--- config.mk ---
export PLATFORM = sky130hd
export DESIGN_NAME = rsb_unit
export DESIGN_NICKNAME = d
export VERILOG_FILES = /design/src/rtl/rsb_pkg.sv /design/src/rtl/rsb_ctrl.sv /design/src/rtl/rsb_datapath.sv /design/src/rtl/rsb_unit.sv
export SDC_FILE = /design/constraint.sdc
export NUM_CORES = 1
export LEC_CHECK = 0
export BUFFER_PORTS_ARGS = -buffer_cell sky130_fd_sc_hd__buf_2
export CORE_MARGIN = 3
export CORE_UTILIZATION = 45
export CTS_BUF_LIST = sky130_fd_sc_hd__clkbuf_4
export DETAILED_ROUTE_END_ITERATION = 10
export GPL_ROUTABILITY_DRIVEN = 0
export GPL_TIMING_DRIVEN = 0
export HOLD_SLACK_MARGIN = 0.15
export PLACE_DENSITY = 0.83
export SLEW_MARGIN = 40
export SYNTH_ARGS = -nofsm -noshare
export SYNTH_HDL_FRONTEND = slang
export SYNTH_SLANG_ARGS = --single-unit
--- constraint.sdc ---
create_clock -name clk -period 2.3 [get_ports clk]
set_input_delay 0.115 -clock clk [delete_from_list [all_inputs] [get_ports clk]]
set_output_delay 0.115 -clock clk [all_outputs]
set_load 0.05 [all_outputs]
--- src/rtl/rsb_pkg.sv ---
package rsb_pkg;

  localparam int FLAG_Z = 3;
  localparam int FLAG_N = 2;
  localparam int FLAG_H = 1;
  localparam int FLAG_C = 0;
  localparam int FLAG_CNT = 4;

  typedef enum logic [3:0] {
    K_NONE = 4'd0,
    K_ROTL = 4'd1,
    K_ROTR = 4'd2,
    K_RCL  = 4'd3,
    K_RCR  = 4'd4,
    K_SLA  = 4'd5,
    K_SRA  = 4'd6,
    K_SRL  = 4'd7,
    K_SWAP = 4'd8,
    K_BIT  = 4'd9,
    K_SET  = 4'd10,
    K_RES  = 4'd11
  } kind_e;

  typedef struct packed {
    kind_e                kind;
    logic                 writeRes;
    logic [FLAG_CNT-1:0]  flagWe;
    logic                 zClear;
  } strobe_t;

endpackage

--- src/rtl/rsb_ctrl.sv ---
module rsb_ctrl
  import rsb_pkg::*;
(
  input  logic [3:0] opSel,
  input  logic       accShort,
  output strobe_t    stb
);

  always_comb begin
    stb = '{kind: K_NONE, writeRes: 1'b0, flagWe: 4'b0000, zClear: 1'b0};
    case (opSel)
      4'd1, 4'd2, 4'd3, 4'd4: begin
        stb.kind     = kind_e'(opSel);
        stb.writeRes = 1'b1;
        stb.flagWe   = 4'b1111;
        stb.zClear   = accShort;
      end
      4'd5, 4'd6, 4'd7, 4'd8: begin
        stb.kind     = kind_e'(opSel);
        stb.writeRes = 1'b1;
        stb.flagWe   = 4'b1111;
      end
      4'd9: begin
        stb.kind   = K_BIT;
        stb.flagWe = 4'b1110;
      end
      4'd10, 4'd11: begin
        stb.kind     = kind_e'(opSel);
        stb.writeRes = 1'b1;
      end
      default: ;
    endcase
  end

  // codes outside the defined set must produce no write strobes
  always_comb begin
    if (opSel == 4'd0 || opSel > 4'd11)
      a_r1_idle_strobes : assert (!stb.writeRes && stb.flagWe == 4'b0000 && !stb.zClear);
  end

endmodule

--- src/rtl/rsb_datapath.sv ---
module rsb_datapath
  import rsb_pkg::*;
#(
  parameter int DATA_W = 8,
  localparam int IDX_W = $clog2(DATA_W),
  localparam int HALF_W = DATA_W / 2
) (
  input  logic                clk,
  input  logic                rst_n,
  input  strobe_t             stb,
  input  logic [DATA_W-1:0]   operand,
  input  logic [IDX_W-1:0]    bitIdx,
  input  logic                carryIn,
  output logic [DATA_W-1:0]   result,
  output logic                resultWe,
  output logic [FLAG_CNT-1:0] flagsOut,
  output logic [FLAG_CNT-1:0] flagsWe
);

  logic [DATA_W-1:0]   nextRes;
  logic [DATA_W-1:0]   selMask;
  logic                outBit;
  logic                zVal;
  logic [FLAG_CNT-1:0] flagVal;
  logic                topBit;
  logic                lowBit;

  assign topBit  = operand[DATA_W-1];
  assign lowBit  = operand[0];
  assign selMask = {{(DATA_W-1){1'b0}}, 1'b1} << bitIdx;

  always_comb begin
    nextRes = operand;
    outBit  = 1'b0;
    case (stb.kind)
      K_ROTL: begin nextRes = {operand[DATA_W-2:0], topBit};  outBit = topBit; end
      K_ROTR: begin nextRes = {lowBit, operand[DATA_W-1:1]};  outBit = lowBit; end
      K_RCL:  begin nextRes = {operand[DATA_W-2:0], carryIn}; outBit = topBit; end
      K_RCR:  begin nextRes = {carryIn, operand[DATA_W-1:1]}; outBit = lowBit; end
      K_SLA:  begin nextRes = {operand[DATA_W-2:0], 1'b0};    outBit = topBit; end
      K_SRA:  begin nextRes = {topBit, operand[DATA_W-1:1]};  outBit = lowBit; end
      K_SRL:  begin nextRes = {1'b0, operand[DATA_W-1:1]};    outBit = lowBit; end
      K_SWAP: nextRes = {operand[HALF_W-1:0], operand[DATA_W-1:HALF_W]};
      K_SET:  nextRes = operand | selMask;
      K_RES:  nextRes = operand & ~selMask;
      default: ;
    endcase
  end

  always_comb begin
    if (stb.zClear)
      zVal = 1'b0;
    else if (stb.kind == K_BIT)
      zVal = ~|(operand & selMask);
    else
      zVal = ~|nextRes;
    flagVal = '0;
    flagVal[FLAG_Z] = zVal;
    flagVal[FLAG_N] = 1'b0;
    flagVal[FLAG_H] = (stb.kind == K_BIT);
    flagVal[FLAG_C] = outBit;
  end

  always_ff @(posedge clk) begin
    if (!rst_n) begin
      result   <= '0;
      resultWe <= 1'b0;
      flagsOut <= '0;
      flagsWe  <= '0;
    end else begin
      result   <= stb.writeRes ? nextRes : '0;
      resultWe <= stb.writeRes;
      flagsOut <= flagVal & stb.flagWe;
      flagsWe  <= stb.flagWe;
    end
  end

  // circular left rotate sends the old top bit to carry and bit 0
  a_r2_rotl_wrap : assert property (@(posedge clk) disable iff (!rst_n)
    ($past(rst_n) && $past(stb.kind) == K_ROTL) |->
      (flagsOut[FLAG_C] == $past(topBit) && result[0] == $past(topBit)));

  // arithmetic right shift keeps the sign bit
  a_r4_sra_sign : assert property (@(posedge clk) disable iff (!rst_n)
    ($past(rst_n) && $past(stb.kind) == K_SRA) |->
      (result[DATA_W-1] == $past(topBit) && flagsOut[FLAG_C] == $past(lowBit)));

  // short accumulator forms never report zero
  a_r6_short_zero : assert property (@(posedge clk) disable iff (!rst_n)
    ($past(rst_n) && $past(stb.zClear)) |-> !flagsOut[FLAG_Z]);

  // bit test loads flags only, with half-carry set and carry untouched
  a_r8_bit_flags : assert property (@(posedge clk) disable iff (!rst_n)
    ($past(rst_n) && $past(stb.kind) == K_BIT) |->
      (!resultWe && flagsWe == 4'b1110 && flagsOut[FLAG_H] &&
       flagsOut[FLAG_Z] == !$past(operand[bitIdx])));

  // set and reset never load flags
  a_r9_setres_noflags : assert property (@(posedge clk) disable iff (!rst_n)
    ($past(rst_n) && ($past(stb.kind) == K_SET || $past(stb.kind) == K_RES)) |->
      (resultWe && flagsWe == 4'b0000));

  // a flag without its load enable reads zero
  a_r10_masked_zero : assert property (@(posedge clk) disable iff (!rst_n)
    (flagsOut & ~flagsWe) == 4'b0000);

endmodule

--- src/rtl/rsb_unit.sv ---
module rsb_unit
  import rsb_pkg::*;
#(
  parameter int DATA_W = 8,
  localparam int IDX_W = $clog2(DATA_W)
) (
  input  logic              clk,
  input  logic              rst_n,
  input  logic [DATA_W-1:0] operand,
  input  logic [IDX_W-1:0]  bitIdx,
  input  logic              carryIn,
  input  logic [3:0]        opSel,
  input  logic              accShort,
  output logic [DATA_W-1:0] result,
  output logic              resultWe,
  output logic [3:0]        flagsOut,
  output logic [3:0]        flagsWe
);

  strobe_t stb;

  rsb_ctrl u_ctrl (
    .opSel    (opSel),
    .accShort (accShort),
    .stb      (stb)
  );

  rsb_datapath #(.DATA_W(DATA_W)) u_dp (
    .clk      (clk),
    .rst_n    (rst_n),
    .stb      (stb),
    .operand  (operand),
    .bitIdx   (bitIdx),
    .carryIn  (carryIn),
    .result   (result),
    .resultWe (resultWe),
    .flagsOut (flagsOut),
    .flagsWe  (flagsWe)
  );

endmodule

---- Yosys cells after proc, flatten, opt, wreduce, memory -nomap -nowiden ----
Index checks and enable logic that the tools add are counted.
word-level totals
  flip-flop bits (word level) ............. 17
  input bits .............................. 19
  word-level logic and storage cells ...... 50
  output and inout port bits .............. 17
cells by class
  multiplexer cells ....................... 8
  shift operators ......................... 1
  reduce and logical (&&, ||, !) cells .... 10
  eq/ne operators ......................... 22
  bitwise logic cells ..................... 5
operator list
  kind                 count
  $pmux 8 s10          1
  $eq 4x3->1 const B   8
  $eq 4x4->1 const B   8
  $reduce_or 8->1      3
  $and 8x8->8          2
  $eq 4x2->1 const B   4
  $pmux 4 s2           2
  $reduce_or 10->1     1
  $eq 4x1->1 const B   2
  $not 8->8            1
  $or 8x8->8           1
  $reduce_or 4->1      2
  $shl 1x3->8 const A  1
  $and 4x4->4          1
  $mux 1               4
  $reduce_or 3->1      1
  $logic_not 1->1      2
  $pmux 1 s2           1
  $reduce_and 2->1     1

---- Logic depth before layout (Yosys ltp) ----
Gate-level depths: netlist of the first run.
  depth after elaboration ................. 10
  mapped depth ............................ 9
  depth with buffers taken out ............ 6

---- Cells and area by module ----
Synthesis of the first run repeated with hierarchy kept, for this count alone.
unflattened totals
  cell total of the unflattened synthesis .. 210
  area, all modules ....................... 1,519.0 µm²
by module, submodules not included
  module        times used  cells an instance  seq. area each (µm²)  area each (µm²)
  rsb_datapath  1           192                320.3                 1,388.8
  rsb_ctrl      1           18                 0.0                   130.1

---- Worst setup path before layout of the first run ----
No wires, ideal clock.
  kind .................................... input -> register
  start point ............................. input port opSel[3]
  end point ............................... register u_dp.flagsOut[3]
  arrival time ............................ 1.684 ns
  required time ........................... 2.216 ns
  setup time .............................. 0.084 ns
  cell stages on the path ................. 7
  setup slack ............................. 0.531 ns
  buffers on the path ..................... 1
  cells stage by stage .................... buf_2 > mux2_1 > a32o_1 > a221oi_1 > nand2_1 > or4_1 > o31ai_2
on the way
  cells in the longest elaborated chain, start to end .. 10
  elaborated cells on any way between the ends .. 34
  classes of those cells .................. 22 x eq/ne; 6 x mux; 1 x bitwise; 5 x reduce/logical
ends and longest elaborated chain
  element                                   line                source
  start, declared                           rsb_unit.sv:12      input logic [3:0] opSel,
  $eq 4x1->1, or another cell as far along  rsb_ctrl.sv:11      case (opSel)
  $reduce_or 10->1 (no line)                -
  $pmux 4 s2                                rsb_ctrl.sv:11
  $eq 4x4->1, or another cell as far along  rsb_datapath.sv:35  case (stb.kind)
  $pmux 8 s10                               rsb_datapath.sv:35
  $reduce_or 8->1                           rsb_datapath.sv:56  zVal = ~|nextRes;
  $logic_not 1->1                           rsb_datapath.sv:56
  $mux 1                                    rsb_datapath.sv:53  else if (stb.kind == K_BIT)
  $mux 1                                    rsb_datapath.sv:51  if (stb.zClear)
  $and 4x4->4 *                             rsb_datapath.sv:73  flagsOut <= flagVal & stb.flagWe;
  end signal, assigned                      rsb_datapath.sv:73
  end, declared                             rsb_datapath.sv:16  output logic [FLAG_CNT-1:0] flagsOut,
Every way passes the cells marked *; elsewhere a longest branch is shown, timed or not.
A chain may end at the register's enable or synchronous reset.

---- Worst setup path in the final report of the first run ----
  start point ............................. input port opSel[3]
  end point ............................... register u_dp.result[0]
on the way
  cells in the longest elaborated chain, start to end .. 5
  elaborated cells on any way between the ends .. 26
  classes of those cells .................. 21 x eq/ne; 3 x mux; 2 x reduce/logical
ends and longest elaborated chain
  element                                   line                source
  $eq 4x1->1, or another cell as far along  rsb_ctrl.sv:11
  $reduce_or 10->1 (no line)                -
  $pmux 4 s2                                rsb_ctrl.sv:11
  $eq 4x4->1, or another cell as far along  rsb_datapath.sv:35
  $pmux 8 s10                               rsb_datapath.sv:35
  end signal, assigned                      rsb_datapath.sv:71  result <= stb.writeRes ? nextRes : '0;
  end, declared                             rsb_datapath.sv:14  output logic [DATA_W-1:0] result,
Parallel ways exist; a longest one is shown, timed or not.

==> results of run 1 <==
[registers in the layout, indices dropped and copies added (netlist names)]
signal,count
u_dp.flagsOut,3
u_dp.flagsWe,2
u_dp.result,8
u_dp.resultWe,1
[through the flow]
| step | cells | power, mW | setup slack [ns] | area (um^2) | util |
|---|---|---|---|---|---|
| floorplan | 160 | 0.470 | 0.531 | 1230 | - |
| global placement | 217 | 0.536 | 0.297 | 1400 | 0.550 |
| detailed placement | 217 | 0.542 | 0.246 | 1410 | 0.552 |
| CTS | 222 | 0.672 | 0.530 | 1440 | 0.566 |
| global route | 222 | 0.705 | 0.409 | 1440 | 0.566 |
| finish | 222 | 0.675 | 0.507 | 1440 | 0.566 |
[worst max-delay path: cells and delay by family]
family / cells / cell delay, ns
compound gates: 4 / 0.82
buf+inv: 3 / 0.79
mux: 1 / 0.13
simple gates: 1 / 0.16
[logic make-up after synthesis]
logic type | synth area share
other cells | 0.00306
simple gates | 0.294
compound gates | 0.302
flops | 0.228
buf+inv | 0.0948
mux | 0.0785
[cell type report]
| type | count | area [um^2] |
|---|---|---|
| repair buffers | 28 | 145 |
| multi-input cells | 122 | 836 |
| well taps | 30 | 37.5 |
| inverters | 8 | 30.0 |
| plain buffers | 16 | 86.3 |
| clock buffers | 3 | 22.5 |
| clock inverters | 1 | 3.75 |
| fillers | 268 | 1100 |
| flip-flops and latches | 14 | 280 |
[cell usage after synthesis (2+ instances only)]
cell | instances | area [um^2]
nor2b_1 | 7 | 43.8
o21a_1 | 2 | 15.0
o211ai_1 | 2 | 15.0
nand3_1 | 4 | 20.0
a31oi_1 | 4 | 25.0
nor3_1 | 3 | 15.0
and2_1 | 5 | 31.3
nor3b_1 | 4 | 30.0
o21ai_1 | 2 | 10.0
nand2_1 | 8 | 30.0
nand3b_1 | 2 | 15.0
dfxtp_1 | 14 | 280
buf_2 | 3 | 15.0
mux2i_1 | 4 | 40.0
a21oi_1 | 9 | 45.0
mux2_2 | 4 | 45.0
clkbuf_1 | 7 | 26.3
a22oi_1 | 3 | 22.5
and3_1 | 7 | 43.8
a221oi_1 | 5 | 43.8
buf_4 | 4 | 30.0
or2_2 | 2 | 12.5
inv_1 | 8 | 30.0
a32o_1 | 3 | 30.0
nor4_1 | 2 | 12.5
o2bb2ai_1 | 2 | 17.5
o21ai_0 | 5 | 25.0
nor2_1 | 11 | 41.3
o221ai_1 | 2 | 17.5
[how the worst max path moves through the flow]
stage,start,endpoint,cells after the start
floorplan,opSel[3],u_dp.flagsOut[3],7
global placement,opSel[3],u_dp.flagsOut[3],9
detailed placement,opSel[1],u_dp.flagsOut[3],8
CTS,opSel[1],u_dp.flagsOut[3],8
global route,opSel[1],u_dp.flagsOut[3],8
finish,opSel[3],u_dp.result[0],9
[metal layers]
metal	part of all wire	track usage	vias to the layer above
met3	0.12	0.0156	7
li1	-	-	661
met5	0	0	-
met2	0.47	0.369	93
met1	0.40	0.294	634
met4	0.015	0.0563	0
[report_power, final]
part           switching, mW  total, mW  internal [mW]
Combinational          0.189      0.282         0.0922
Sequential           0.00346      0.261          0.257
Clock                 0.0700      0.133         0.0628
[repair_timing]
| item | CTS | global route |
|---|---|---|
| hold buffers | 1 | 0 |
| buffers inserted | 0 | 0 |
| hold endpoints to repair | 2 | 0 |
==> run_results.csv, run 1 <==
group,metric,value,unit
routing,dr.pass1.iters,4,
timing,fin_tns_setup,0,ns
timing,setup_viol,0,
timing,timing.fmax,558,MHz
logic_synthesis,syn_area_per_cell,7.67,um^2
place,io_buffers,27,
setup_path,critical_path.slowest_cell,"clkbuf_1",
logic_synthesis,synth_seq_area_share,0.228,
layout,final_common_cell,"buf_2",
timing,period_share,0.780,
setup_path,critPathCaptureType,"flop",
logic_synthesis,synth.distinct_cells,51,
timing,post-route-min-period,1.79,ns
routing,drt_iter0_drc,50,
run,maxCapViolations,0,
setup_path,arrival,2.01,ns
pwr,p_per_area,468,nW/um^2
logic_synthesis,yosys_warnings,0,
floorplan,start_util,0.482,
routing,via_per_inst,6.28,
logic_synthesis,syn_nets,179,
logic_synthesis,ys.flop_type,"dfxtp_1",
global_route,grt_max_degree,11,
logic_synthesis,synth-seq-cells,14,
setup_path,cp-start-kind,"primary input",
global_route,grt_pass1_vias,1284,
setup_path,crit_top_cell,"buf_2",
logic_synthesis,synth_edf_count,0,
worst_hold_path,min_path_cells,3,
layout,antenna_cells,0,
timing,max_slew.worst_pin.slew,0.571,ns
clock_network,cts_tree,"done",
clock_network,cts_root_buffer,"clkbuf_4",
worst_hold_path,whs_endpoint,"u_dp.result[6]",
routing,drc_errors,0,
layout,layout_common_cells,"30 x buf_2, 14 x dfxtp_1, 11 x nor2_1",
layout,drive_gt1_frac,0.255,
layout,area_growth,17.4,%
floorplan,die_w,58.2,um
pwr,p_leak,0.647,nW
clock_network,cts.sinks,14,
routing,routed_wl,3.56,mm
timing,hold_viol_final,0,
setup_path,cp.required,2.52,ns
routing,dr_total_vias,1395,
global_route,grt_pass1_wl,5.87,mm
floorplan,row_count,18,
logic_synthesis,synthArstFlopShare,0,
pwr,ir_drop,0.470,mV
floorplan,ios,36,
clock_network,cts_buffer_depth,2,
place,dpl.hpwl,2.65,mm
floorplan,fp.coreArea,2540,um^2
floorplan,die_h,58.2,um
setup_path,slowest_delay,0.37,ns
outcome,status,"finished clean",
layout,fin_nets,212,
worst_hold_path,worstHoldStart,"operand[6]",
logic_synthesis,postSynthCellCount,160,
logic_synthesis,syn_area,1230,um^2
floorplan,die_area,3390,um^2
timing,drv_slew,0,
global_route,track_usage,0.217,
timing,rsz0062_at_grt,"no",
clock_network,ctsResizeCount,0,
setup_path,cp_cell_sequence,"buf_2 > buf_2 > clkbuf_1 > mux2i_1 > a221oi_1 > a311oi_1 > o21a_1 > a21oi_1 > and2_1",
global_route,antenna_found_initial,0,
global_route,grt_overflow,0,
timing,whs,0.257,ns
timing,slew_headroom,0.617,
clock_network,numCtsBuffers,3,
routing,wl_per_cell,16.0,um
worst_hold_path,hp-class,"in2reg",
clock_network,clk_pin_slew,0.07,ns
setup_path,crit_type,"in2reg",
routing,ant_nets,0,
setup_path,crit_fanout,10,
clock_network,h-tree-depth,1,
No activity file was read; power rests on OpenSTA's default activity.
==> inputs of run 2 (changes only) <==
Settings changed: PLACE_DENSITY 0.83 to 0.86.
Clock period 2.3 ns to 1.5 ns, I/O delays scaled along.
==> run 2 against run 1 <==
Net effect:
- the run now ends with negative setup slack left
- combinational power rose by 77%
- non-clock buffer count rose by 11
- flip-flop and latch count did not move
- sequential power rose by 53%
- critical path depth fell by 1
- design area rose by 14%
- sequential share of layout area fell by 2.4 points
- global-route usage fell by 0.41 points
- wire length rose by 6.3%
- worst hold slack got worse by 0.056 ns
- die area did not move
- final cell count rose by 5.0%
- critical path type unchanged
- highest routed layer unchanged
==> run_results.csv, run 2 (same netlist as run 1, synthesis figures left out) <==
group,metric,value,unit
place,io_buffers,27,
floorplan,ios,36,
routing,ant_nets,0,
setup_path,arrival,1.75,ns
routing,dr.max_layer_used,"met4",
run,maxCapViolations,0,
pwr,ir_drop,0.598,mV
layout,final_cell_area,1650,um^2
floorplan,die_w,58.2,um
floorplan,row_count,18,
setup_path,critPathCaptureType,"flop",
clock_network,clk_pin_slew,0.07,ns
floorplan,die_h,58.2,um
place,placed_cell_area,1400,um^2
clock_network,numCtsBuffers,3,
place,dpl.hpwl,2.61,mm
routing,wl_met3,398,um
global_route,grt_pass1_vias,1206,
timing,post-route-min-period,1.56,ns
layout,antenna_cells,0,
timing,period_share,1.04,
outcome,status,"finished with violations",
worst_hold_path,hp-class,"in2reg",
timing,setup_viol,1,
setup_path,cp.required,1.69,ns
global_route,antenna_found_initial,0,
timing,timing.fmax,641,MHz
routing,drc_errors,0,
routing,met1Wirelength,1.55,mm
timing,rsz0062_at_grt,"yes",
routing,routed_wl,3.78,mm
floorplan,die_area,3390,um^2
clock_network,cts_tree,"done",
clock_network,h-tree-depth,1,
timing,max_slew.worst_pin.slew,0.582,ns
pwr,p_leak,0.744,nW
layout,largest_register_ffs,8,
global_route,grt_pass1_wl,5.66,mm
clock_network,cts_buffer_depth,2,
floorplan,fp.coreArea,2540,um^2
layout,area_growth,34.0,%
floorplan,start_util,0.482,
routing,drt_iter0_drc,82,
routing,wl_per_cell,16.2,um
layout,layout_common_cells,"26 x buf_2, 16 x buf_4, 14 x dfxtp_1",
global_route,grt_overflow,0,
setup_path,crit_fanout,10,
global_route,track_usage,0.213,
outcome,violations,"negative setup slack",
layout,fin_nets,223,
setup_path,cp-start-kind,"primary input",
layout,regMostFlops,"u_dp.result",
clock_network,cts_root_buffer,"clkbuf_4",
routing,dr.pass1.iters,4,
timing,hold_viol_final,0,
timing,slew_headroom,0.610,
pwr,p_per_area,668,nW/um^2
layout,final_common_cell,"buf_2",
routing,via_per_inst,6.36,
pwr,power,1.10,mW
routing,dr_total_vias,1483,
global_route,grt_max_degree,11,
clock_network,cts.sinks,14,
timing,drv_slew,0,
layout,nFillCells,232,
routing,route.met2.wl,1.75,mm
timing,setup_slack,-0.0591,ns
layout,drive_gt1_frac,0.384,
setup_path,crit_type,"in2reg",
layout,reg.largest.list,"u_dp.result: 8 flops, u_dp.flagsOut: 3 flops, u_dp.flagsWe: 2 flops",
-- run 2: cell types whose count changed in the layout (fill, tap and decap cells not counted), moves of 2 or more --
| cell | delta |
|---|---|
| clkbuf_1 | -5 |
| clkbuf_2 | +4 |
| a221oi_2 | +2 |
| nor2b_2 | +2 |
| a221oi_1 | -2 |
| buf_6 | +3 |
| buf_4 | +12 |
| buf_2 | -4 |
| nor2b_1 | -2 |
-- run 2: worst paths after layout --
check | start | to | slack (ns) | cells after the start
min | operand[7] | u_dp.flagsOut[0] | 0.20 | 3
max | opSel[0] | u_dp.flagsOut[3] | -0.06 | 8
-- run 2: power by group --
part / internal [mW] / leakage [nW] / switching, mW
clock network: 0.0963 / 0.0154 / 0.105
registers: 0.394 / 0.115 / 0.00506
logic: 0.186 / 0.614 / 0.313
-- run 2: final cells by class --
class	instances	area, um^2	area share
clock buffer	3	22.5	0.0137
buffer	16	121	0.0738
clock inverter	1	3.75	0.00228
sequential	14	280	0.170
multi-input combinational	122	912	0.554
inverter	8	33.8	0.0205
timing repair buffer	39	234	0.142
tap	30	37.5	0.0228
-- run 2: worst max-delay path, cell delays in order --
cell and delay [ns]:
buf_2 0.15, clkbuf_2 0.30, inv_1 0.12, and3_1 0.17, a31oi_1 0.17, o211ai_1 0.15, or4_4 0.44, o31ai_2 0.17
-- run 2: layer usage --
metal | global-route usage | vias to the layer above
li1 | - | 688
met1 | 0.274 | 673
met2 | 0.360 | 105
met3 | 0.0423 | 17
met4 | 0.0563 | 0
met5 | 0 | -
-- run 2: per-stage QoR --
step	setup TNS, ns	hold WS [ns]	utilization	cells	worst slack, ns
floorplan	-0.204	0.211	-	160	-0.204
global placement	-3.43	0.366	0.552	217	-0.458
detailed placement	-3.15	0.370	0.552	217	-0.456
CTS	-0.108	0.194	0.580	223	-0.108
global route	-0.130	0.199	0.647	233	-0.130
finish	-0.0591	0.202	0.647	233	-0.0591
-- run 2: what timing repair did --
action / 4_1_cts / 5_1_grt
resized for setup: 6 / 36
hold buffers: 1 / 0
endpoints found under the hold margin: 3 / 0
setup endpoints to repair: 3 / 2
setup buffers: 1 / 10
pin swaps: 1 / 11
